### src/rtl/ecc_log_pkg.sv
package ecc_log_pkg;
  localparam logic [31:0] UNLOCK_KEY = 32'hFC60_0309;

  localparam int OFF_KEY     = 'h00;
  localparam int OFF_CFG     = 'h04;
  localparam int OFF_IRQCTL  = 'h50;
  localparam int OFF_UE_ADDR = 'h58;
  localparam int OFF_CE_ADDR = 'h5C;

  localparam int CFG_ECC_BIT  = 7;
  localparam int CFG_DDR4_BIT = 4;
  localparam int CLR_BIT      = 31;
  localparam int CE_CNT_LSB   = 16;
  localparam int UE_CNT_LSB   = 12;
  localparam int CE_CNT_W     = 8;
  localparam int UE_CNT_W     = 4;

  typedef struct packed {
    logic ecc_on;
    logic ddr4;
  } cfg_t;

  typedef struct packed {
    logic clr;
    logic ue_en;
    logic ce_en;
  } irqctl_t;

  function automatic logic [31:0] pack_cfg(cfg_t c);
    logic [31:0] w;
    w = '0;
    w[CFG_ECC_BIT]  = c.ecc_on;
    w[CFG_DDR4_BIT] = c.ddr4;
    return w;
  endfunction

  function automatic logic [31:0] pack_irqctl(irqctl_t c, logic [CE_CNT_W-1:0] ce,
                                              logic [UE_CNT_W-1:0] ue);
    logic [31:0] w;
    w = '0;
    w[CLR_BIT] = c.clr;
    w[CE_CNT_LSB +: CE_CNT_W] = ce;
    w[UE_CNT_LSB +: UE_CNT_W] = ue;
    w[1] = c.ue_en;
    w[0] = c.ce_en;
    return w;
  endfunction
endpackage

### src/rtl/ecc_key_guard.sv
module ecc_key_guard #(
  parameter logic [31:0] KEY = 32'h0
) (
  input  logic        clk,
  input  logic        rst_n,
  input  logic        key_wr,
  input  logic [31:0] key_data,
  output logic        unlocked
);
  always_ff @(posedge clk or negedge rst_n) begin
    if (!rst_n)      unlocked <= 1'b0;
    else if (key_wr) unlocked <= (key_data == KEY);
  end
endmodule

### src/rtl/ecc_sat_counter.sv
module ecc_sat_counter #(
  parameter int W = 8
) (
  input  logic         clk,
  input  logic         rst_n,
  input  logic         clr,
  input  logic         inc,
  output logic [W-1:0] count
);
  function automatic logic [W-1:0] bump(logic [W-1:0] v);
    return (&v) ? v : v + 1'b1;
  endfunction

  always_ff @(posedge clk or negedge rst_n) begin
    if (!rst_n)   count <= '0;
    else if (clr) count <= '0;
    else if (inc) count <= bump(count);
  end
endmodule

### src/rtl/ecc_addr_capture.sv
module ecc_addr_capture #(
  parameter int W          = 32,
  parameter bit KEEP_FIRST = 1'b0
) (
  input  logic         clk,
  input  logic         rst_n,
  input  logic         rearm,
  input  logic         hit,
  input  logic [W-1:0] addr_in,
  output logic [W-1:0] addr_q
);
  generate
    if (KEEP_FIRST) begin : g_first
      logic held;
      always_ff @(posedge clk or negedge rst_n) begin
        if (!rst_n) begin
          addr_q <= '0;
          held   <= 1'b0;
        end else if (rearm) begin
          held <= 1'b0;
        end else if (hit && !held) begin
          addr_q <= addr_in;
          held   <= 1'b1;
        end
      end
    end else begin : g_last
      always_ff @(posedge clk or negedge rst_n) begin
        if (!rst_n)              addr_q <= '0;
        else if (hit && !rearm)  addr_q <= addr_in;
      end
    end
  endgenerate
endmodule

### src/rtl/ecc_err_log.sv
module ecc_err_log
  import ecc_log_pkg::*;
#(
  parameter int ERR_AW = 32,
  parameter int BUS_AW = 8
) (
  input  logic              clk,
  input  logic              rst_n,
  input  logic              bus_en,
  input  logic              bus_we,
  input  logic [BUS_AW-1:0] bus_addr,
  input  logic [31:0]       bus_wdata,
  output logic [31:0]       bus_rdata,
  input  logic              ce_evt,
  input  logic [ERR_AW-1:0] ce_evt_addr,
  input  logic              ue_evt,
  input  logic [ERR_AW-1:0] ue_evt_addr,
  output logic              irq
);
  logic bus_wr, hit_key, hit_cfg, hit_ctl, hit_ue, hit_ce;
  logic key_wr, unlocked, wr_ok;
  cfg_t    cfg_q;
  irqctl_t ctl_q;
  logic clr_active, ce_accept, ue_accept, irq_ce_req, irq_ue_req;
  logic [CE_CNT_W-1:0] ce_cnt;
  logic [UE_CNT_W-1:0] ue_cnt;
  logic [ERR_AW-1:0]   ue_addr, ce_addr;

  assign bus_wr  = bus_en & bus_we;
  assign hit_key = (bus_addr == BUS_AW'(OFF_KEY));
  assign hit_cfg = (bus_addr == BUS_AW'(OFF_CFG));
  assign hit_ctl = (bus_addr == BUS_AW'(OFF_IRQCTL));
  assign hit_ue  = (bus_addr == BUS_AW'(OFF_UE_ADDR));
  assign hit_ce  = (bus_addr == BUS_AW'(OFF_CE_ADDR));
  assign key_wr  = bus_wr & hit_key;

  ecc_key_guard #(.KEY(UNLOCK_KEY)) u_guard (
    .clk(clk), .rst_n(rst_n), .key_wr(key_wr), .key_data(bus_wdata), .unlocked(unlocked)
  );

  assign wr_ok = bus_wr & unlocked & ~hit_key;

  always_ff @(posedge clk or negedge rst_n) begin
    if (!rst_n) begin
      cfg_q <= '0;
      ctl_q <= '0;
    end else begin
      if (wr_ok && hit_cfg) begin
        cfg_q.ecc_on <= bus_wdata[CFG_ECC_BIT];
        cfg_q.ddr4   <= bus_wdata[CFG_DDR4_BIT];
      end
      if (wr_ok && hit_ctl) begin
        ctl_q.clr   <= bus_wdata[CLR_BIT];
        ctl_q.ue_en <= bus_wdata[1];
        ctl_q.ce_en <= bus_wdata[0];
      end
    end
  end

  assign clr_active = ctl_q.clr;
  assign ce_accept  = ce_evt & cfg_q.ecc_on & ~clr_active;
  assign ue_accept  = ue_evt & cfg_q.ecc_on & ~clr_active;

  ecc_sat_counter #(.W(CE_CNT_W)) u_ce_cnt (
    .clk(clk), .rst_n(rst_n), .clr(clr_active), .inc(ce_accept), .count(ce_cnt)
  );
  ecc_sat_counter #(.W(UE_CNT_W)) u_ue_cnt (
    .clk(clk), .rst_n(rst_n), .clr(clr_active), .inc(ue_accept), .count(ue_cnt)
  );

  ecc_addr_capture #(.W(ERR_AW), .KEEP_FIRST(1'b1)) u_ue_cap (
    .clk(clk), .rst_n(rst_n), .rearm(clr_active), .hit(ue_accept),
    .addr_in(ue_evt_addr), .addr_q(ue_addr)
  );
  ecc_addr_capture #(.W(ERR_AW), .KEEP_FIRST(1'b0)) u_ce_cap (
    .clk(clk), .rst_n(rst_n), .rearm(clr_active), .hit(ce_accept),
    .addr_in(ce_evt_addr), .addr_q(ce_addr)
  );

  assign irq_ce_req = ctl_q.ce_en & (|ce_cnt);
  assign irq_ue_req = ctl_q.ue_en & (|ue_cnt);
  assign irq        = irq_ce_req | irq_ue_req;

  always_comb begin
    bus_rdata = '0;
    if (hit_key)      bus_rdata = {31'b0, unlocked};
    else if (hit_cfg) bus_rdata = pack_cfg(cfg_q);
    else if (hit_ctl) bus_rdata = pack_irqctl(ctl_q, ce_cnt, ue_cnt);
    else if (hit_ue)  bus_rdata = 32'(ue_addr);
    else if (hit_ce)  bus_rdata = 32'(ce_addr);
  end
endmodule

### config.mk
export PLATFORM = sky130hd
export DESIGN_NAME = ecc_err_log
export DESIGN_NICKNAME = d
export VERILOG_FILES = /design/src/rtl/ecc_log_pkg.sv /design/src/rtl/ecc_key_guard.sv /design/src/rtl/ecc_sat_counter.sv /design/src/rtl/ecc_addr_capture.sv /design/src/rtl/ecc_err_log.sv
export SDC_FILE = /design/constraint.sdc
export NUM_CORES = 1
export LEC_CHECK = 0
export BUFFER_PORTS_ARGS = -buffer_cell sky130_fd_sc_hd__buf_2
export CAP_MARGIN = 25
export CORE_UTILIZATION = 52
export DETAILED_ROUTE_END_ITERATION = 12
export PLACE_DENSITY = 0.88
export SKIP_CTS_REPAIR_TIMING = 1
export SLEW_MARGIN = 30
export SYNTH_ARGS = -nofsm -noshare
export SYNTH_HDL_FRONTEND = slang
export SYNTH_HIERARCHICAL = 1
export SYNTH_SLANG_ARGS = --single-unit
### constraint.sdc
create_clock -name clk -period 2.6 [get_ports clk]
set_clock_uncertainty 0.05 [all_clocks]
set_input_delay 0.26 -clock clk [delete_from_list [all_inputs] [get_ports clk]]
set_output_delay 0.26 -clock clk [all_outputs]
set_load 0.005 [all_outputs]
==> impl_results.md, run 1 <==
* Worst path top cell family by delay: flip-flops
* Die Ht at 95.93 µm
* Filler cells at 666
* Most used DFF post-synth: dfrtp_1
* Commonest cells after routing, fill and taps aside: buf_2, dfrtp_1, mux2_4
* Drt pass-1 iters at 5
* Core Area at 8382 µm²
* Pwr dens at 434.7 nW/µm²
* Drt via density at 5.549
* Dpl hpwl at 8134 µm
* Fmax at 464.2 MHz
* Total global routing overflow at 0
* Cell variety after synth at 53
* Max Cap Violations at 0
* Area growth syn-to-layout at 20.70%
* Number of flops mapped to enable cells by yosys at 0
* Most common cell after layout, fill and taps aside: buf_2
* Critical Path Max Stage Delay at 0.64 ns
* Slew @ Worst Pin at 0.5554 ns
* RSZ-0062 raised after global routing: false
* Post-layout util at 0.6607
* Switching share of power at 0.2424
* Starting density of the core at 0.5474
* FF+latch area at 2077 µm²
* Via Count at 3,407
* CTS clock-pin slew for the worst setup and hold paths at 0.09 ns
* TritonCTS clock tree: done
* Antenna Cells at 0
* Clock Power Share at 0.391
* Crit path cell chain: buf_4 -> mux2i_1 -> or2_1 -> a21oi_1 -> buf_2
* Crit-path slowest cell: dfrtp_1
* Worst Setup Path Type: reg2out
* TritonCTS buffer count at 9
* Largest net degree at the start of global routing at 47
* Status: finished clean
* Post-Synthesis Cells at 363
* Layout Nets at 616
* Clock Tree Buf Depth at 2
* Arrival @ worst endpoint at 1.84 ns
* Post-synthesis async set-or-reset flop share at 1.000
* Worst setup EP type: output pin
* Logic pwr share at 0.073
* Yosys warns at 6
* Final min period at 2.154 ns
* Slew Limit Fails at 0
* Cell Rows at 33
* Drt total wl at 10,830 µm
* Root Driver: clkbuf_8
* Post-Syn Area at 4588 µm²
* CTS H-tree depth at 3
* I/O pins at 143
* First DRT Iteration DRCs at 130
* Clk_lat worst skew at 0.35 ns
* CTS sink count at 83
* Switch Pwr at 0.5835 mW
* Die footprint at 9203 µm²
* IO buf count at 142
* Syn nets at 475
* Wire per inst at 17.63 µm
* Period utilisation layout at 0.8286
* Pre-CTS setup slack at 0.5377 ns
* Critical Path Fanout Max at 15
* Final RePlAce weighted congestion at 0.8710
* Total track usage at 0.2414
* Number of synthesized register bits at 83
* Setup TNS Final at 0 ns
* Crit path buf inv count at 2
* Worst-case vdd ir drop at 0.2745 mV
* Sequential power share at 0.536
* Final Setup Violations at 0
* Area of the multi-input gates at 2302 µm²
* Vias in the first global route at 3,445
* CP required at 2.29 ns
* Width of the die at 95.93 µm
* Slew HR at 0.6297
* Hold Path Class: in2reg
* Initial antenna violation count at 0
* Total design power at 2.407 mW
* Share of cells above drive strength 1 at 0.5069
* Final WS setup at 0.4456 ns
* Synth Area per Inst at 12.64 µm²
* Hold Fails Final Rpt at 0
* First-pass GRT wire length at 16,640 µm
* Seq/Total Area, Yosys at 0.4527
* DRC viols at 0
* Crit start category: register
* Leakage at 2.789 nW
* Internal at 1.824 mW
* Routed Antenna Nets at 0
## worst reg2reg max path, stage by stage (launching register included)
cell     delay, ns
dfrtp_1       0.55
and3b_1       0.50
nor2b_4       0.24
buf_12        0.27
mux2_2        0.38
## flip-flops by register name, summed over array words and instances (netlist names)
signal / count
cfg_q: 2
clr_active: 1
ctl_q: 2
u_ce_cap/addr_q: 32
u_ce_cnt/count: 8
u_guard/unlocked: 1
u_ue_cap/addr_q: 32
u_ue_cap/g_first.held: 1
u_ue_cnt/count: 4
## path summary, 6_finish.rpt
check / start / endpoint / slack [ns] / depth (start not counted)
worst min register to register: u_ue_cap/addr_q[31] / u_ue_cap/addr_q[31] / 0.45 / 1
worst min-delay path: bus_wdata[1] / ctl_q[1] / 0.08 / 2
min in group asynchronous: rst_n / u_ce_cap/addr_q[10] / 0.36 / 2
max in group asynchronous: rst_n / u_ce_cap/addr_q[8] / 1.53 / 3
worst max register to register: clr_active / u_ce_cap/addr_q[28] / 0.51 / 4
worst max-delay path: clr_active / bus_rdata[31] / 0.45 / 5
## cell type report
type	instances	area share
Multi-Input combinational cell	255	0.4157
Sequential cell	83	0.3751
Timing Repair Buffer	152	0.1473
Tap cell	105	0.02372
Clock buffer	9	0.02237
Clock inverter	7	0.01378
Inverter	3	0.002033
## per-stage QoR
stage                     hold WS [ns]  instances  cell area [µm²]
after floorplan               -0.08559        363             4588
after global placement          0.2055        597             5328
after detailed placement        0.2148        597             5328
after CTS                      -0.1740        613             5528
after global routing           0.06103        614             5538
final                          0.07595        614             5538
## synthesized netlist by cell type (6+ instances only)
| master | instances | share of area |
|---|---|---|
| a21oi_1 | 7 | 0.0076 |
| a21oi_2 | 10 | 0.019 |
| mux2_2 | 33 | 0.081 |
| or2_1 | 13 | 0.018 |
| dfrtp_1 | 83 | 0.45 |
| mux2_1 | 7 | 0.017 |
| buf_2 | 8 | 0.0087 |
| nor2_1 | 24 | 0.020 |
| nand4_1 | 10 | 0.014 |
| nor3_1 | 6 | 0.0065 |
| nand2_1 | 17 | 0.014 |
| buf_6 | 6 | 0.015 |
| mux2i_1 | 32 | 0.070 |
| mux2_4 | 34 | 0.11 |
## metal layers
layer  vias up  wire [µm]  track usage
met5         -          0            0
met4         0        105      0.06095
met3        14        693      0.05213
met2       135       5434       0.4161
met1      1672       4592       0.3091
li1       1586          -            -
## power by group through the flow
stage	registers [mW]	clock network, mW	logic, mW
detailed placement	1.32	0	0.176
floorplan	1.32	0	0.0498
finish	1.29	0.942	0.176
CTS	1.29	0.969	0.177
global route	1.29	1.02	0.194
global placement	1.32	0	0.170
## cells by family (layout without fill, tap and decap cells)
group,count (synthesis),count (layout),synth area share
compound gates,33,33,0.05863
flops,83,83,0.4527
buf+inv,25,171,0.04554
mux,106,106,0.2792
simple gates,114,114,0.1584
fa+ha+maj,2,2,0.005453
Note: power is estimated with default switching activity, not from simulation.
==> run 2, diff against run 1 <==
==> constraint.sdc (replaced) <==
create_clock -name clk -period 2.1 [get_ports clk]
set_clock_uncertainty 0.05 [all_clocks]
set_input_delay 0.21 -clock clk [delete_from_list [all_inputs] [get_ports clk]]
set_output_delay 0.21 -clock clk [all_outputs]
set_load 0.005 [all_outputs]
==> impl_results.md, run 2 (synthesis results as in run 1) <==
* DRC viols at 0 (unchanged)
* Clock Tree Buf Depth at 2 (unchanged)
* Commonest cells after routing, fill and taps aside: buf_2, dfrtp_1, mux2_4
* Vias in the first global route at 3,500 (+1.6%)
* I/O pins at 143 (unchanged)
* Critical Path Fanout Max at 9 (-6)
* Leakage at 2.795 nW (+0.21%)
* Slew HR at 0.6518 (+0.02208)
* Period utilisation layout at 0.9692
* IO buf count at 142 (unchanged)
* TritonCTS buffer count at 9 (unchanged)
* Width of the die at 95.93 µm (unchanged)
* Cell Rows at 33 (unchanged)
* Layout Nets at 619 (+0.49%)
* Status: finished clean
* Biggest regs: u_ce_cap/addr_q: 32 flops, u_ue_cap/addr_q: 32 flops, u_ce_cnt/count: 8 flops
* Drt via density at 5.614 (+1.2%)
* Register-to-Register Path Depth at 4 (unchanged)
* Total design power at 2.854 mW (+19%)
* Final Setup Violations at 0 (unchanged)
* Via Count at 3,464 (+1.7%)
* Reg2reg start: clr_active
* Wire per inst at 17.33 µm (-1.7%)
* CTS H-tree depth at 3 (unchanged)
* First DRT Iteration DRCs at 137 (+5.4%)
* FF-to-FF setup slack at 0.25 ns (-0.26 ns)
* RSZ-0062 raised after global routing: false
* Area growth syn-to-layout at 20.64% (about the same)
* Drt pass-1 iters at 6 (+1)
* Initial antenna violation count at 0 (unchanged)
* Min-Delay Endpoint: u_ce_cap/addr_q[3]
* Crit start category: register
* Setup TNS Final at 0 ns (unchanged)
* Hold Fails Final Rpt at 0 (unchanged)
* Root Driver: clkbuf_8
* Largest net degree at the start of global routing at 47 (unchanged)
* Drt total wl at 10,690 µm (-1.2%)
* Fmax at 491.3 MHz
* Total track usage at 0.2468 (+0.005404)
* Pre-CTS setup slack at 0.2224 ns (-0.3153 ns)
* Final min period at 2.035 ns
* CTS sink count at 83 (unchanged)
* Worst-case vdd ir drop at 0.3329 mV (+21%)
* Starting density of the core at 0.5474 (unchanged)
* Hold Path Class: in2reg
* Max Cap Violations at 0 (unchanged)
* Die footprint at 9203 µm² (unchanged)
* Hold_sp: ce_evt_addr[3]
* Pwr dens at 515.6 nW/µm² (+19%)
* Slew @ Worst Pin at 0.5223 ns (-0.03313 ns)
* Final RePlAce weighted congestion at 0.8929 (+2.5%)
* Slew Limit Fails at 0 (unchanged)
* Final WS setup at 0.06477 ns (-0.3808 ns)
* TritonCTS clock tree: done
* Routed Antenna Nets at 0 (unchanged)
* Worst R2R End: u_ue_cap/addr_q[11]
* Hold path depth at 2 (unchanged)
* Die Ht at 95.93 µm (unchanged)
* Core Area at 8382 µm² (unchanged)
* Worst Setup Path Type: reg2out
* Total global routing overflow at 0 (unchanged)
* Clk_lat worst skew at 0.35 ns (about the same)
* CTS clock-pin slew for the worst setup and hold paths at 0.09 ns (about the same)
* Most common cell after layout, fill and taps aside: buf_2
* Worst setup EP type: output pin
* Share of cells above drive strength 1 at 0.5098 (+0.002889)
* Antenna Cells at 0 (unchanged)
* First-pass GRT wire length at 16,970 µm (+2.0%)
* Arrival @ worst endpoint at 1.78 ns (-0.06 ns)
* CP required at 1.84 ns (-0.45 ns)
* Dpl hpwl at 7960 µm (-2.1%)
[run 2: how the worst max path moves through the flow]
stage	start	endpoint	slack [ns]	cells after the start
2_1_floorplan	clr_active	u_ue_cap/addr_q[1]	0.26	4
3_3_place_gp	clr_active	u_ue_cap/addr_q[26]	0.34	4
3_5_place_dp	bus_addr[5]	bus_rdata[31]	0.22	5
4_1_cts	u_ce_cnt/count[2]	irq	0.09	4
5_1_grt	u_ce_cnt/count[2]	irq	0.03	4
6_report	u_ce_cnt/count[2]	irq	0.06	4
[run 2: final cells by class]
type / count / area [µm²]
sequential: 83 / 2077
inverter: 3 / 11.26
clock inverter: 7 / 51.30
tap: 105 / 131.4
clock buffer: 9 / 123.9
timing repair buffer: 155 / 838.3
fill: 641 / 2846
multi-input combinational: 255 / 2302
[run 2: worst max-delay path: stages, from the launching register on]
cell and delay, ns:
dfrtp_1 0.49, or4_1 0.55, o21ai_1 0.14, nand2_1 0.10, buf_2 0.16
[run 2: metal layers]
metal / routed length [µm] / global-route usage / vias to the layer above
li1: - / - / 1604
met1: 4735 / 0.3124 / 1700
met2: 5138 / 0.4161 / 148
met3: 665 / 0.07030 / 12
met4: 154 / 0.06468 / 0
met5: 0 / 0 / -
[run 2: power breakdown]
group,internal [mW],switching (mW)
Combinational,0.105,0.114
Sequential,1.60,0.00000000000251
Clock,0.435,0.603
[run 2: metrics by stage]
stage / hold slack, ns / cell area [µm²] / utilization / cells
floorplan: -0.1356 / 4588 / - / 363
global placement: 0.1614 / 5350 / 0.6383 / 600
detailed placement: 0.1656 / 5350 / 0.6383 / 600
CTS: -0.2248 / 5525 / 0.6592 / 616
global route: 0.008012 / 5535 / 0.6604 / 617
finish: 0.02924 / 5535 / 0.6604 / 617
